### src/rtl/tsgate_pkg.sv
package tsgate_pkg;

    typedef enum logic [1:0] {
        CLS_VIDEO = 2'b00,
        CLS_AUDIO = 2'b01,
        CLS_TABLE = 2'b10,
        CLS_NULL  = 2'b11
    } pkt_cls_e;

    typedef enum logic {
        ST_WAKE  = 1'b0,
        ST_TRACK = 1'b1
    } sched_st_e;

    localparam int N_STG    = 4;
    localparam int STG_TBL  = 0;
    localparam int STG_PCR  = 1;
    localparam int STG_PID  = 2;
    localparam int STG_SYNC = 3;

endpackage

### src/rtl/tsgate_policy.sv
module tsgate_policy
    import tsgate_pkg::*;
(
    input  logic [1:0]       cls,
    input  logic             valid,
    input  logic             upd,
    output logic [N_STG-1:0] mask
);

    always_comb begin
        mask = '0;
        unique case (pkt_cls_e'(cls))
            CLS_VIDEO: begin
                mask[STG_SYNC] = 1'b1;
                mask[STG_PID]  = 1'b1;
            end
            CLS_AUDIO: begin
                mask[STG_SYNC] = 1'b1;
                mask[STG_PID]  = 1'b1;
                mask[STG_PCR]  = 1'b1;
            end
            CLS_NULL: begin
                mask[STG_SYNC] = 1'b1;
                mask[STG_PID]  = 1'b1;
            end
            CLS_TABLE: begin
                if (!valid)
                    mask = '0;
                else if (upd)
                    mask = '1;
                else
                    mask[STG_PID] = 1'b1;
            end
        endcase
    end

endmodule

### src/rtl/tsgate_idle_ctr.sv
module tsgate_idle_ctr #(
    parameter int W = 16
) (
    input  logic         clk,
    input  logic         rst_n,
    input  logic         gate_on,
    output logic [W-1:0] count
);

    localparam logic [W-1:0] TOP = '1;

    always_ff @(posedge clk or negedge rst_n) begin
        if (!rst_n)
            count <= '0;
        else if (!gate_on && count != TOP)
            count <= count + 1'b1;
    end

endmodule

### src/rtl/tsgate_sched.sv
module tsgate_sched
    import tsgate_pkg::*;
#(
    parameter  int PKT_LEN = 188,
    parameter  int IDLE_W  = 16,
    localparam int BC_W    = $clog2(PKT_LEN)
) (
    input  logic              clk,
    input  logic              rst_n,
    input  logic              in_sync,
    input  logic              pkt_start,
    input  logic [1:0]        pkt_cls,
    input  logic              pkt_valid,
    input  logic              tbl_update,
    input  logic [BC_W-1:0]   byte_cnt,
    output logic              en_sync,
    output logic              en_pid,
    output logic              en_pcr,
    output logic              en_tbl,
    output logic [IDLE_W-1:0] idle_sync,
    output logic [IDLE_W-1:0] idle_pid,
    output logic [IDLE_W-1:0] idle_pcr,
    output logic [IDLE_W-1:0] idle_tbl
);

    localparam logic [BC_W-1:0] LAST_BYTE = BC_W'(PKT_LEN - 1);

    sched_st_e        st_q, st_d;
    logic [N_STG-1:0] pol_mask, mask_q, mask_d;
    logic [N_STG-1:0] en_d, en_q;
    logic             load;
    logic [IDLE_W-1:0] idle_arr [N_STG];

    assign load = in_sync && pkt_start;

    tsgate_policy u_policy (
        .cls   (pkt_cls),
        .valid (pkt_valid),
        .upd   (tbl_update),
        .mask  (pol_mask)
    );

    assign mask_d = load ? pol_mask : mask_q;

    always_ff @(posedge clk or negedge rst_n) begin
        if (!rst_n)
            mask_q <= '1;
        else
            mask_q <= mask_d;
    end

    // next-state logic
    always_comb begin
        st_d = st_q;
        unique case (st_q)
            ST_WAKE:  if (load)     st_d = ST_TRACK;
            ST_TRACK: if (!in_sync) st_d = ST_WAKE;
        endcase
    end

    // state register
    always_ff @(posedge clk or negedge rst_n) begin
        if (!rst_n)
            st_q <= ST_WAKE;
        else
            st_q <= st_d;
    end

    // output decode, registered so that enables only move on clean edges
    always_comb begin
        en_d = '1;
        unique case (st_d)
            ST_WAKE:  en_d = '1;
            ST_TRACK: begin
                en_d           = mask_d;
                en_d[STG_SYNC] = mask_d[STG_SYNC] && (byte_cnt == LAST_BYTE);
            end
        endcase
    end

    always_ff @(posedge clk or negedge rst_n) begin
        if (!rst_n)
            en_q <= '1;
        else
            en_q <= en_d;
    end

    assign en_sync = en_q[STG_SYNC];
    assign en_pid  = en_q[STG_PID];
    assign en_pcr  = en_q[STG_PCR];
    assign en_tbl  = en_q[STG_TBL];

    for (genvar g = 0; g < N_STG; g++) begin : g_idle
        tsgate_idle_ctr #(.W(IDLE_W)) u_ctr (
            .clk     (clk),
            .rst_n   (rst_n),
            .gate_on (en_q[g]),
            .count   (idle_arr[g])
        );
    end

    assign idle_sync = idle_arr[STG_SYNC];
    assign idle_pid  = idle_arr[STG_PID];
    assign idle_pcr  = idle_arr[STG_PCR];
    assign idle_tbl  = idle_arr[STG_TBL];

endmodule

### config.mk
export PLATFORM = sky130hd
export DESIGN_NAME = tsgate_sched
export DESIGN_NICKNAME = d
export VERILOG_FILES = /design/src/rtl/tsgate_pkg.sv /design/src/rtl/tsgate_policy.sv /design/src/rtl/tsgate_idle_ctr.sv /design/src/rtl/tsgate_sched.sv
export SDC_FILE = /design/constraint.sdc
export NUM_CORES = 1
export LEC_CHECK = 0
export ABC_AREA = 1
export BUFFER_PORTS_ARGS = -buffer_cell sky130_fd_sc_hd__buf_4
export CAP_MARGIN = 30
export CORE_MARGIN = 3
export CORE_UTILIZATION = 48
export CTS_BUF_LIST = sky130_fd_sc_hd__clkbuf_4
export DETAILED_ROUTE_END_ITERATION = 10
export GPL_ROUTABILITY_DRIVEN = 0
export PLACE_DENSITY = 0.7
export SLEW_MARGIN = 25
export SYNTH_ARGS = -nofsm -noshare
export SYNTH_HDL_FRONTEND = slang
export SYNTH_HIERARCHICAL = 1
export SYNTH_SLANG_ARGS = --single-unit
### constraint.sdc
create_clock -name clk -period 1.65 [get_ports clk]
set_input_delay 0.0825 -clock clk [delete_from_list [all_inputs] [get_ports clk]]
set_output_delay 0.0825 -clock clk [all_outputs]
set_load 0.05 [all_outputs]
==> impl_metrics.py, run 1 <==
metrics = {
    "setup_path": {
        "cp.required_ns": 1.94,
        "path_class": "flip-flop to flip-flop",
        "crit_path_max_fanout": 9,
        "critPathMaxStageDelay_ns": 0.46,
        "timing.rr.start": "g_idle[1].u_ctr/count[0]",
        "crit_slowest_cell": "dfrtp_2",
        "cpMostUsedCell": "nand2_1",
        "setup.worst_path.end_class": "flip-flop",
        "r2r_cells": 8,
        "path_cells": "ha_1, nand2_1, nor2_1, nand2_1, nor2_2, nor2_4, nand2_1, o21ai_1",
        "r2r-end": "g_idle[1].u_ctr/count[7]",
        "crit_buf_inv": 0,
        "critPathTopFamily": "simple AND/OR/NAND/NOR gates",
        "reg2reg_slack_ns": 0.11,
        "arrival_ns": 1.82,
        "start_kind": "flip-flop",
    },
    "cts": {
        "clk_path_buf_depth": 2,
        "cts.clk_slew.worst_paths_ns": 0.12,
        "cts_sinks": 73,
        "cts_made_buffers": 9,
        "cts_tree": "done",
        "clock_latency_ns": 0.41,
        "root_buffer": "clkbuf_4",
        "cts_max_level": 3,
    },
    "drt": {
        "vias_per_cell": 4.91,
        "ant_nets": 0,
        "first_pass_iters": 4,
        "wl_per_cell_um": 12.3,
        "drtIter0Drc": 172,
        "vias": 4413,
        "drc_errors": 0,
        "wl_um": 11100,
    },
    "synthesis": {
        "syn_area_um2": 4660,
        "ys_seq_area_share_pct": 39.4,
        "synth-seq-cells": 73,
        "synth_cells": 655,
        "synth_top_area_share_pct": 34.9,
        "netlist.top_cell.by_area": "dfrtp_1",
        "yosys_warnings": 6,
        "syn-num-nets": 677,
        "synthTopCellsByArea": "dfrtp_1 (35%), nand2_1 (21%), inv_1 (6.4%), nor2_1 (4.7%), dfstp_2 (4.5%)",
        "synth_area_per_cell_um2": 7.12,
        "yosysUniqueCellTypes": 26,
    },
    "sta": {
        "setup_slack_ns": 0.114,
        "period_needed_ns": 1.54,
        "slew_headroom_pct": 76.7,
        "fin_tns_setup_ns": 0,
        "slew_viol_final": 0,
        "tightest_slew_ns": 0.346,
        "finalHoldViolCount": 0,
        "fin_worst_skew_ns": 0.0182,
        "fin_crit_sh_pct": 93.1,
        "rsz0062_at_grt": "false",
        "setup_viol": 0,
        "clock.fmax_mhz": 651,
    },
    "cells_and_area": {
        "antenna_cells": 0,
        "drive_above_1_share_pct": 24.7,
        "regArea_um2": 1850,
        "nFillCells": 846,
        "area_delta_synth_final_pct": 23.2,
        "multi_input_area_um2": 2530,
        "nets": 787,
    },
    "placement": {
        "pre_cts_ws_ns": 0.0848,
        "dp_hpwl_um": 8330,
        "io_buffers": 83,
    },
    "die": {
        "coreArea_um2": 9330,
        "num_rows": 35,
        "ios": 84,
        "floorplan.initialDensity_pct": 50.0,
        "die_h_um": 105,
        "die_x_um": 105,
        "die_area_um2": 10900,
    },
    "pwr": {
        "power_density_nw_per_um2": 901,
        "ir_worst_vdd_mv": 0.962,
        "static-leakage-power_nw": 2.91,
    },
    "global_routing": {
        "antenna_found_initial": 0,
        "grt_start_max_net_pins": 42,
        "grt_pass1_vias": 4395,
        "gr-usage-all-layers_pct": 21.3,
        "grt-ovfl-total": 0,
        "grt_pass1_wl_um": 19400,
    },
    "outcome": {
        "outcome": "finished clean",
    },
    "min_path": {
        "min_to": "en_q[3]",
        "hp-class": "primary input to flip-flop",
        "min_from": "byte_cnt[1]",
        "holdPathStages": 5,
    },
    "run": {
        "maxCapViolations": 0,
    },
}
[cell usage in the layout, fill, tap and decap left out, types with 2 or more instances in the layout]
master,count
nand2_1,256
dlygate4sd3_1,12
nor2_1,56
o21bai_1,4
buf_4,87
nand3_1,39
o21ai_0,5
inv_2,4
dfstp_2,8
o211ai_2,3
dfrtp_2,8
nand3b_1,15
clkbuf_4,10
nor2_4,11
clkinv_1,4
nor3_1,4
inv_1,79
xnor2_1,4
xor2_1,12
nor2_2,19
nand2_4,8
o21ai_2,3
o21ai_1,11
nand3_2,7
nand4_1,17
ha_1,5
clkinv_2,2
nand2_2,16
dfrtp_1,57
[routing by layer]
metal | track usage (%) | vias up | routed length, um
met5 | 0 | - | 0
met1 | 26.1 | 2058 | 4930
met3 | 3.27 | 16 | 337
met4 | 7.22 | 0 | 159
met2 | 37.9 | 75 | 5670
li1 | - | 2264 | -
[logic make-up (layout without fill, tap and decap cells)]
kind of cell	after synthesis	count (layout)	share of synthesized area (%)
simple gates	449	449	45.1
fa+ha+maj	6	6	1.61
compound gates	27	27	3.92
xor+xnor	16	16	3.01
buf+inv	84	199	6.93
flops	73	73	39.4
[tightest hold or removal path, cell delays in order]
cell and delay (ns):
buf_4 0.11, nand2_1 0.07, nor2_1 0.05, nand3_1 0.08, nand2_1 0.05
[synth_stat cells]
master    instances
nand4_1          17
nor2_1           58
nand2_1         256
nor2_4            7
nand2_2          16
o21ai_2           3
nand3_1          39
xor2_1           12
o21ai_1          11
nand2_8           1
o21bai_1          4
nor2_2           21
ha_1              6
a21oi_2           1
nand3_2           7
buf_6             1
nand3b_1         15
xnor2_1           4
inv_2             4
o211ai_2          3
nand2_4           8
dfrtp_1          65
dfstp_2           8
o21ai_0           5
inv_1            79
nor3_1            4
[flip-flops by register name (all words and copies together), names as in the netlist]
| name | cells |
|---|---|
| g_idle.u_ctr/count | 64 |
| en_q | 4 |
| mask_q | 4 |
| st_q | 1 |
[per-stage QoR]
step / cell area, um2 / utilization, % / instances / power, W / hold WS [ns]
floorplan: 4670 / - / 655 / 0.00365 / -0.213
global placement: 5480 / 58.7 / 869 / 0.00420 / -0.0805
detailed placement: 5480 / 58.7 / 869 / 0.00423 / -0.0816
CTS: 5700 / 61.1 / 897 / 0.00520 / 0.00200
global route: 5740 / 61.6 / 899 / 0.00550 / 0.00803
finish: 5740 / 61.6 / 899 / 0.00517 / 0.0279
[worst max path at each step]
stage | startpoint | to | depth (start not counted)
after floorplan | g_idle[2].u_ctr/count[0] | g_idle[2].u_ctr/count[10] | 8
after global routing | g_idle[3].u_ctr/count[1] | g_idle[3].u_ctr/count[14] | 8
final | g_idle[1].u_ctr/count[0] | g_idle[1].u_ctr/count[7] | 8
after detailed placement | g_idle[1].u_ctr/count[0] | g_idle[1].u_ctr/count[7] | 8
after global placement | g_idle[3].u_ctr/count[0] | g_idle[3].u_ctr/count[3] | 8
after CTS | g_idle[1].u_ctr/count[0] | g_idle[1].u_ctr/count[7] | 8
[report_power, final]
part | internal, W | total, W | switching [W]
combinational | 0.000608 | 0.00186 | 0.00126
sequential | 0.00203 | 0.00239 | 0.000367
clock | 0.000303 | 0.000914 | 0.000611
[layout make-up]
| type | instances | area share [%] |
|---|---|---|
| Tap cell | 129 | 2.81 |
| Inverter | 83 | 5.43 |
| Clock buffer | 10 | 1.31 |
| Sequential cell | 73 | 32.2 |
| Timing Repair Buffer | 100 | 13.8 |
| Multi-Input combinational cell | 498 | 44.0 |
| Clock inverter | 6 | 0.436 |
[what timing repair did]
| action | in CTS | in global routing |
|---|---|---|
| setup buffers | 0 | 2 |
| gates resized for setup | 0 | 7 |
| setup endpoints to repair | 0 | 23 |
| endpoints found under the hold margin | 70 | 0 |
| hold buffers | 12 | 0 |
(Power assumes the default switching activity.)
==> run 2: changes to the inputs <==
--- a/config.mk
+++ b/config.mk
@@ -14,6 +14,7 @@
 export DETAILED_ROUTE_END_ITERATION = 10
 export GPL_ROUTABILITY_DRIVEN = 0
 export PLACE_DENSITY = 0.7
+export REMOVE_ABC_BUFFERS = 1
 export SLEW_MARGIN = 25
 export SYNTH_ARGS = -nofsm -noshare
 export SYNTH_HDL_FRONTEND = slang
==> run 2 against run 1 <==
Power rose by 0.23%. Critical path depth unchanged. Register-to-register slack improved by 0.02 ns. Largest cell class unchanged. Maximum frequency grew 1.2%.
==> impl_metrics.py, run 2 (synthesized netlist as in run 1, its figures left out) <==
metrics = {
    "outcome": {
        "outcome": "finished clean",
    },
    "sta": {
        "slew_headroom_pct": 70.5,
        "slew_viol_final": 0,
        "tightest_slew_ns": 0.442,
        "fin_crit_sh_pct": 92.0,
        "period_needed_ns": 1.52,
        "finalHoldViolCount": 0,
        "rsz0062_at_grt": "false",
        "setup_slack_ns": 0.133,
        "setup_viol": 0,
        "clock.fmax_mhz": 659,
        "fin_worst_skew_ns": 0.0213,
    },
    "drt": {
        "drc_errors": 0,
        "vias_per_cell": 4.88,
        "vias": 4383,
        "wl_um": 10900,
        "first_pass_iters": 5,
        "wl_per_cell_um": 12.2,
        "drtIter0Drc": 161,
        "ant_nets": 0,
    },
    "setup_path": {
        "crit_path_max_fanout": 9,
        "start_kind": "flip-flop",
        "path_class": "flip-flop to flip-flop",
        "setup.worst_path.end_class": "flip-flop",
        "startpoint": "g_idle[0].u_ctr/count[0]",
        "cp.required_ns": 2.00,
        "timing.rr.start": "g_idle[0].u_ctr/count[0]",
        "arrival_ns": 1.86,
    },
    "cells_and_area": {
        "largest_reg_flops": 64,
        "antenna_cells": 0,
        "final_common_cell": "nand2_1",
        "area_delta_synth_final_pct": 22.5,
        "nFillCells": 844,
        "largestRegisters": "g_idle.u_ctr/count (64), en_q (4), mask_q (4)",
        "regArea_um2": 1840,
        "layout_common_cells": "nand2_1 (256), buf_4 (87), inv_1 (79)",
        "nets": 786,
        "multi_input_area_um2": 2510,
        "drive_above_1_share_pct": 23.8,
        "finalNonFillerCells": 898,
        "top_register": "g_idle.u_ctr/count",
    },
    "global_routing": {
        "grtUsageMet1_pct": 27.6,
        "grt_pass1_vias": 4177,
        "met3_usage_pct": 3.40,
        "gr-usage-all-layers_pct": 20.9,
        "grt-ovfl-total": 0,
        "grt_start_max_net_pins": 34,
        "antenna_found_initial": 0,
        "busiest_layer": "met2",
        "met2_usage_pct": 35.5,
        "grt_pass1_wl_um": 19100,
    },
    "min_path": {
        "min_from": "pkt_valid",
        "hp-class": "primary input to flip-flop",
    },
    "die": {
        "num_rows": 35,
        "coreArea_um2": 9330,
        "die_x_um": 105,
        "die_area_um2": 10900,
        "die_h_um": 105,
        "ios": 84,
        "floorplan.initialDensity_pct": 50.0,
    },
    "cts": {
        "cts.clk_slew.worst_paths_ns": 0.13,
        "cts_made_buffers": 9,
        "post_cts.repair.setup_buffers": 0,
        "cts_tree": "done",
        "clk_path_buf_depth": 2,
        "clock_latency_ns": 0.41,
        "cts_sinks": 73,
        "cts_max_level": 3,
        "root_buffer": "clkbuf_4",
    },
    "pwr": {
        "power_density_nw_per_um2": 908,
        "static-leakage-power_nw": 2.92,
        "ir_worst_vdd_mv": 1.21,
    },
    "placement": {
        "dp_cells": 871,
        "dp_hpwl_um": 8270,
        "io_buffers": 83,
        "pre_cts_ws_ns": 0.134,
    },
    "run": {
        "maxCapViolations": 0,
    },
}
==> run 2: cell count changes in the layout (fill, tap and decap cells not counted), sizes merged <==
cell / change
dlygate4sd3: -1
clkinvlp: +1
clkinv: -2
clkbuf: +1
==> run 2: through the flow <==
step | utilization [%] | total power, W | instance area [um2] | TNS [ns] | hold slack [ns]
detailed placement | 58.8 | 0.00425 | 5480 | 0 | 0.0637
finish | 61.2 | 0.00518 | 5710 | 0 | 0.0508
CTS | 61.1 | 0.00525 | 5700 | 0 | 0.0211
global placement | 58.8 | 0.00422 | 5480 | 0 | 0.0646
floorplan | - | 0.00363 | 4650 | -2.67 | -0.213
global route | 61.2 | 0.00551 | 5710 | 0 | 0.0441
==> run 2: where the power goes <==
| part | internal, W | total [W] | switching, W |
|---|---|---|---|
| clock network | 0.000330 | 0.000950 | 0.000620 |
| registers | 0.00201 | 0.00236 | 0.000350 |
| logic | 0.000605 | 0.00187 | 0.00126 |
==> run 2: cell type report <==
type | instances | share of cell area [%]
multi-input cells | 498 | 43.9
flip-flops and latches | 73 | 32.2
repair buffers | 99 | 13.7
inverters | 83 | 5.46
well taps | 129 | 2.83
clock buffers | 11 | 1.45
clock inverters | 5 | 0.438
==> run 2: layer usage <==
metal / routed length, um / part of all wire, %
met1: 5000 / 46
met2: 5410 / 49
met3: 418 / 3.8
met4: 111 / 1.0
met5: 0 / 0
==> run 2: worst max-delay path, stage by stage (launching register included) <==
cell     delay [ns]
dfrtp_2        0.48
ha_1           0.26
nand2_1        0.08
nor2_1         0.05
nand2_1        0.07
nor2_2         0.05
nor2_2         0.28
nand2_1        0.09
nand2_1        0.09
==> run 2: path summary, 6_finish.rpt <==
kind / to / slack [ns] / depth (start not counted)
min in group asynchronous: g_idle[0].u_ctr/count[10] / 0.14 / 2
hold / removal: mask_q[2] / 0.05 / 5
max in group asynchronous: g_idle[2].u_ctr/count[3] / 0.93 / 3
hold reg to reg: mask_q[3] / 0.48 / 2
setup reg to reg: g_idle[0].u_ctr/count[5] / 0.13 / 8
setup / recovery: g_idle[0].u_ctr/count[5] / 0.13 / 8
==> run 2: timing repair <==
action,CTS,global route
setup endpoints to repair,0,7
hold buffers,11,0
gates resized for setup,0,3
hold endpoints to repair,62,0
==> run 3: changes to the inputs <==
--- a/config.mk
+++ b/config.mk
@@ -14,7 +14,9 @@
 export DETAILED_ROUTE_END_ITERATION = 10
 export GPL_ROUTABILITY_DRIVEN = 0
 export PLACE_DENSITY = 0.7
+export RECOVER_POWER = 25
 export REMOVE_ABC_BUFFERS = 1
+export SKIP_CTS_REPAIR_TIMING = 1
 export SLEW_MARGIN = 25
 export SYNTH_ARGS = -nofsm -noshare
 export SYNTH_HDL_FRONTEND = slang
==> run 3 against run 2 <==
The flow now finishes with violations (negative hold slack). Clock skew is 0.0022 ns lower. Die area stayed put. Critical path depth stayed put. Worst setup slack better by 0.0020 ns. Clock power is 0.9% higher. Utilization is 0.70 points lower. Sequential share of layout area is 0.37 points higher. Hold slack worse by 0.065 ns. Cell count is 0.56% lower. Non-clock buffer count is 5 lower. Via count is 0.30% lower. Final area is 1.1% lower.
==> impl_metrics.py, run 3 (synthesized netlist as in run 1, its figures left out) <==
metrics = {
    "placement": {
        "pre_cts_ws_ns": 0.134,
        "dp_hpwl_um": 8270,
        "io_buffers": 83,
    },
    "setup_path": {
        "critPathMaxStageDelay_ns": 0.48,
        "setup.worst_path.end_class": "flip-flop",
        "start_kind": "flip-flop",
        "arrival_ns": 1.86,
        "path_class": "flip-flop to flip-flop",
        "timing.rr.start": "g_idle[0].u_ctr/count[0]",
        "cpMostUsedCell": "nand2_1",
        "crit_slowest_cell": "dfrtp_2",
        "r2r-end": "g_idle[0].u_ctr/count[5]",
        "r2r_cells": 8,
        "path_cells": "ha_1, nand2_1, nor2_1, nand2_1, nor2_2, nor2_2, nand2_1, nand2_1",
        "crit_path_max_fanout": 9,
        "cp.required_ns": 2.00,
        "reg2reg_slack_ns": 0.13,
    },
    "sta": {
        "period_needed_ns": 1.52,
        "fin_worst_skew_ns": 0.0191,
        "tightest_slew_ns": 0.823,
        "slew_viol_final": 0,
        "setup_slack_ns": 0.135,
        "clock.fmax_mhz": 660,
        "setup_viol": 0,
        "slew_headroom_pct": 45.1,
        "finalHoldViolCount": 1,
        "rsz0062_at_grt": "false",
        "hold_slack_ns": -0.0138,
        "fin_crit_sh_pct": 91.8,
    },
    "cells_and_area": {
        "utilization_pct": 60.5,
        "regArea_um2": 1840,
        "drive_above_1_share_pct": 24.0,
        "top_register": "g_idle.u_ctr/count",
        "antenna_cells": 0,
        "nFillCells": 855,
        "multi_input_area_um2": 2510,
        "nets": 781,
        "layout_common_cells": "nand2_1 (256), buf_4 (86), inv_1 (79)",
        "area_delta_synth_final_pct": 21.1,
        "largestRegisters": "g_idle.u_ctr/count (64), en_q (4), mask_q (4)",
        "largest_reg_flops": 64,
        "final_common_cell": "nand2_1",
    },
    "cts": {
        "cts.clk_slew.worst_paths_ns": 0.13,
        "cts_sinks": 73,
        "clock_latency_ns": 0.41,
        "cts_tree": "done",
        "cts_made_buffers": 9,
        "root_buffer": "clkbuf_4",
        "clk_path_buf_depth": 2,
        "cts_max_level": 3,
    },
    "drt": {
        "ant_nets": 0,
        "wl_per_cell_um": 12.1,
        "vias": 4370,
        "vias_per_cell": 4.89,
        "drc_errors": 0,
        "first_pass_iters": 4,
        "drtIter0Drc": 168,
        "wl_um": 10800,
    },
    "min_path": {
        "min_from": "byte_cnt[2]",
        "min_to": "en_q[3]",
        "holdPathStages": 6,
        "hp-class": "primary input to flip-flop",
    },
    "global_routing": {
        "antenna_found_initial": 0,
        "grt_pass1_wl_um": 18800,
        "gr-usage-all-layers_pct": 20.6,
        "grt_start_max_net_pins": 34,
        "grt_pass1_vias": 4134,
        "grt-ovfl-total": 0,
    },
    "pwr": {
        "ir_worst_vdd_mv": 1.21,
        "static-leakage-power_nw": 2.89,
        "power_density_nw_per_um2": 917,
    },
    "die": {
        "die_x_um": 105,
        "die_area_um2": 10900,
        "die_h_um": 105,
        "num_rows": 35,
        "floorplan.initialDensity_pct": 50.0,
        "coreArea_um2": 9330,
        "ios": 84,
    },
    "run": {
        "maxCapViolations": 0,
    },
    "outcome": {
        "violations": "negative hold slack",
        "outcome": "finished, violations left",
    },
}
[run 3: cell count changes in the layout (fill, tap and decap cells not counted), sizes merged]
cell / before / now
buf: 88 / 86
dlygate4sd3: 11 / 6
clkbuf: 11 / 13
[run 3: how the worst max path moves through the flow]
stage,startpoint,endpoint,slack [ns]
6_report,g_idle[0].u_ctr/count[0],g_idle[0].u_ctr/count[5],0.13
5_1_grt,g_idle[2].u_ctr/count[1],g_idle[2].u_ctr/count[5],0.005
4_1_cts,g_idle[0].u_ctr/count[0],g_idle[0].u_ctr/count[5],0.12
3_5_place_dp,g_idle[1].u_ctr/count[0],g_idle[1].u_ctr/count[3],0.13
3_3_place_gp,g_idle[1].u_ctr/count[0],g_idle[1].u_ctr/count[7],0.16
2_1_floorplan,g_idle[2].u_ctr/count[0],g_idle[2].u_ctr/count[10],-0.07
[run 3: worst max-delay path, delay by kind of cell (launching register included)]
| kind | cells | cell delay (ns) |
|---|---|---|
| AND/OR/NAND/NOR | 7 | 0.72 |
| flip-flops | 1 | 0.48 |
| adder cells (fa/ha/maj) | 1 | 0.26 |
[run 3: power breakdown]
part	leakage (nW)	switching [W]	total [W]	internal, W
combinational	1.87	0.00126	0.00185	0.000593
sequential	0.965	0.000350	0.00236	0.00201
clock	0.0617	0.000629	0.000959	0.000330
[run 3: routing by layer]
layer,global-route usage [%],wire length [um],vias up
met4,5.79,111,0
met5,0,0,-
met3,3.52,412,12
met1,27.4,4960,2002
met2,34.7,5310,95
li1,-,-,2261
[run 3: final cells by class]
class,count,share of cell area (%)
multi-input combinational,498,44.4
inverter,83,5.52
tap,129,2.86
sequential,73,32.6
timing repair buffer,94,12.7
clock inverter,5,0.443
clock buffer,11,1.46
[run 3: metrics by stage]
stage | std cells | area [um2] | hold WS [ns] | TNS, ns | power (W)
after CTS | 887 | 5590 | -0.413 | 0 | 0.00523
final | 893 | 5640 | -0.0138 | 0 | 0.00518
after detailed placement | 871 | 5480 | 0.0637 | 0 | 0.00425
after global routing | 893 | 5640 | 0.0114 | 0 | 0.00549
after floorplan | 654 | 4650 | -0.213 | -2.67 | 0.00363
after global placement | 871 | 5480 | 0.0646 | 0 | 0.00422
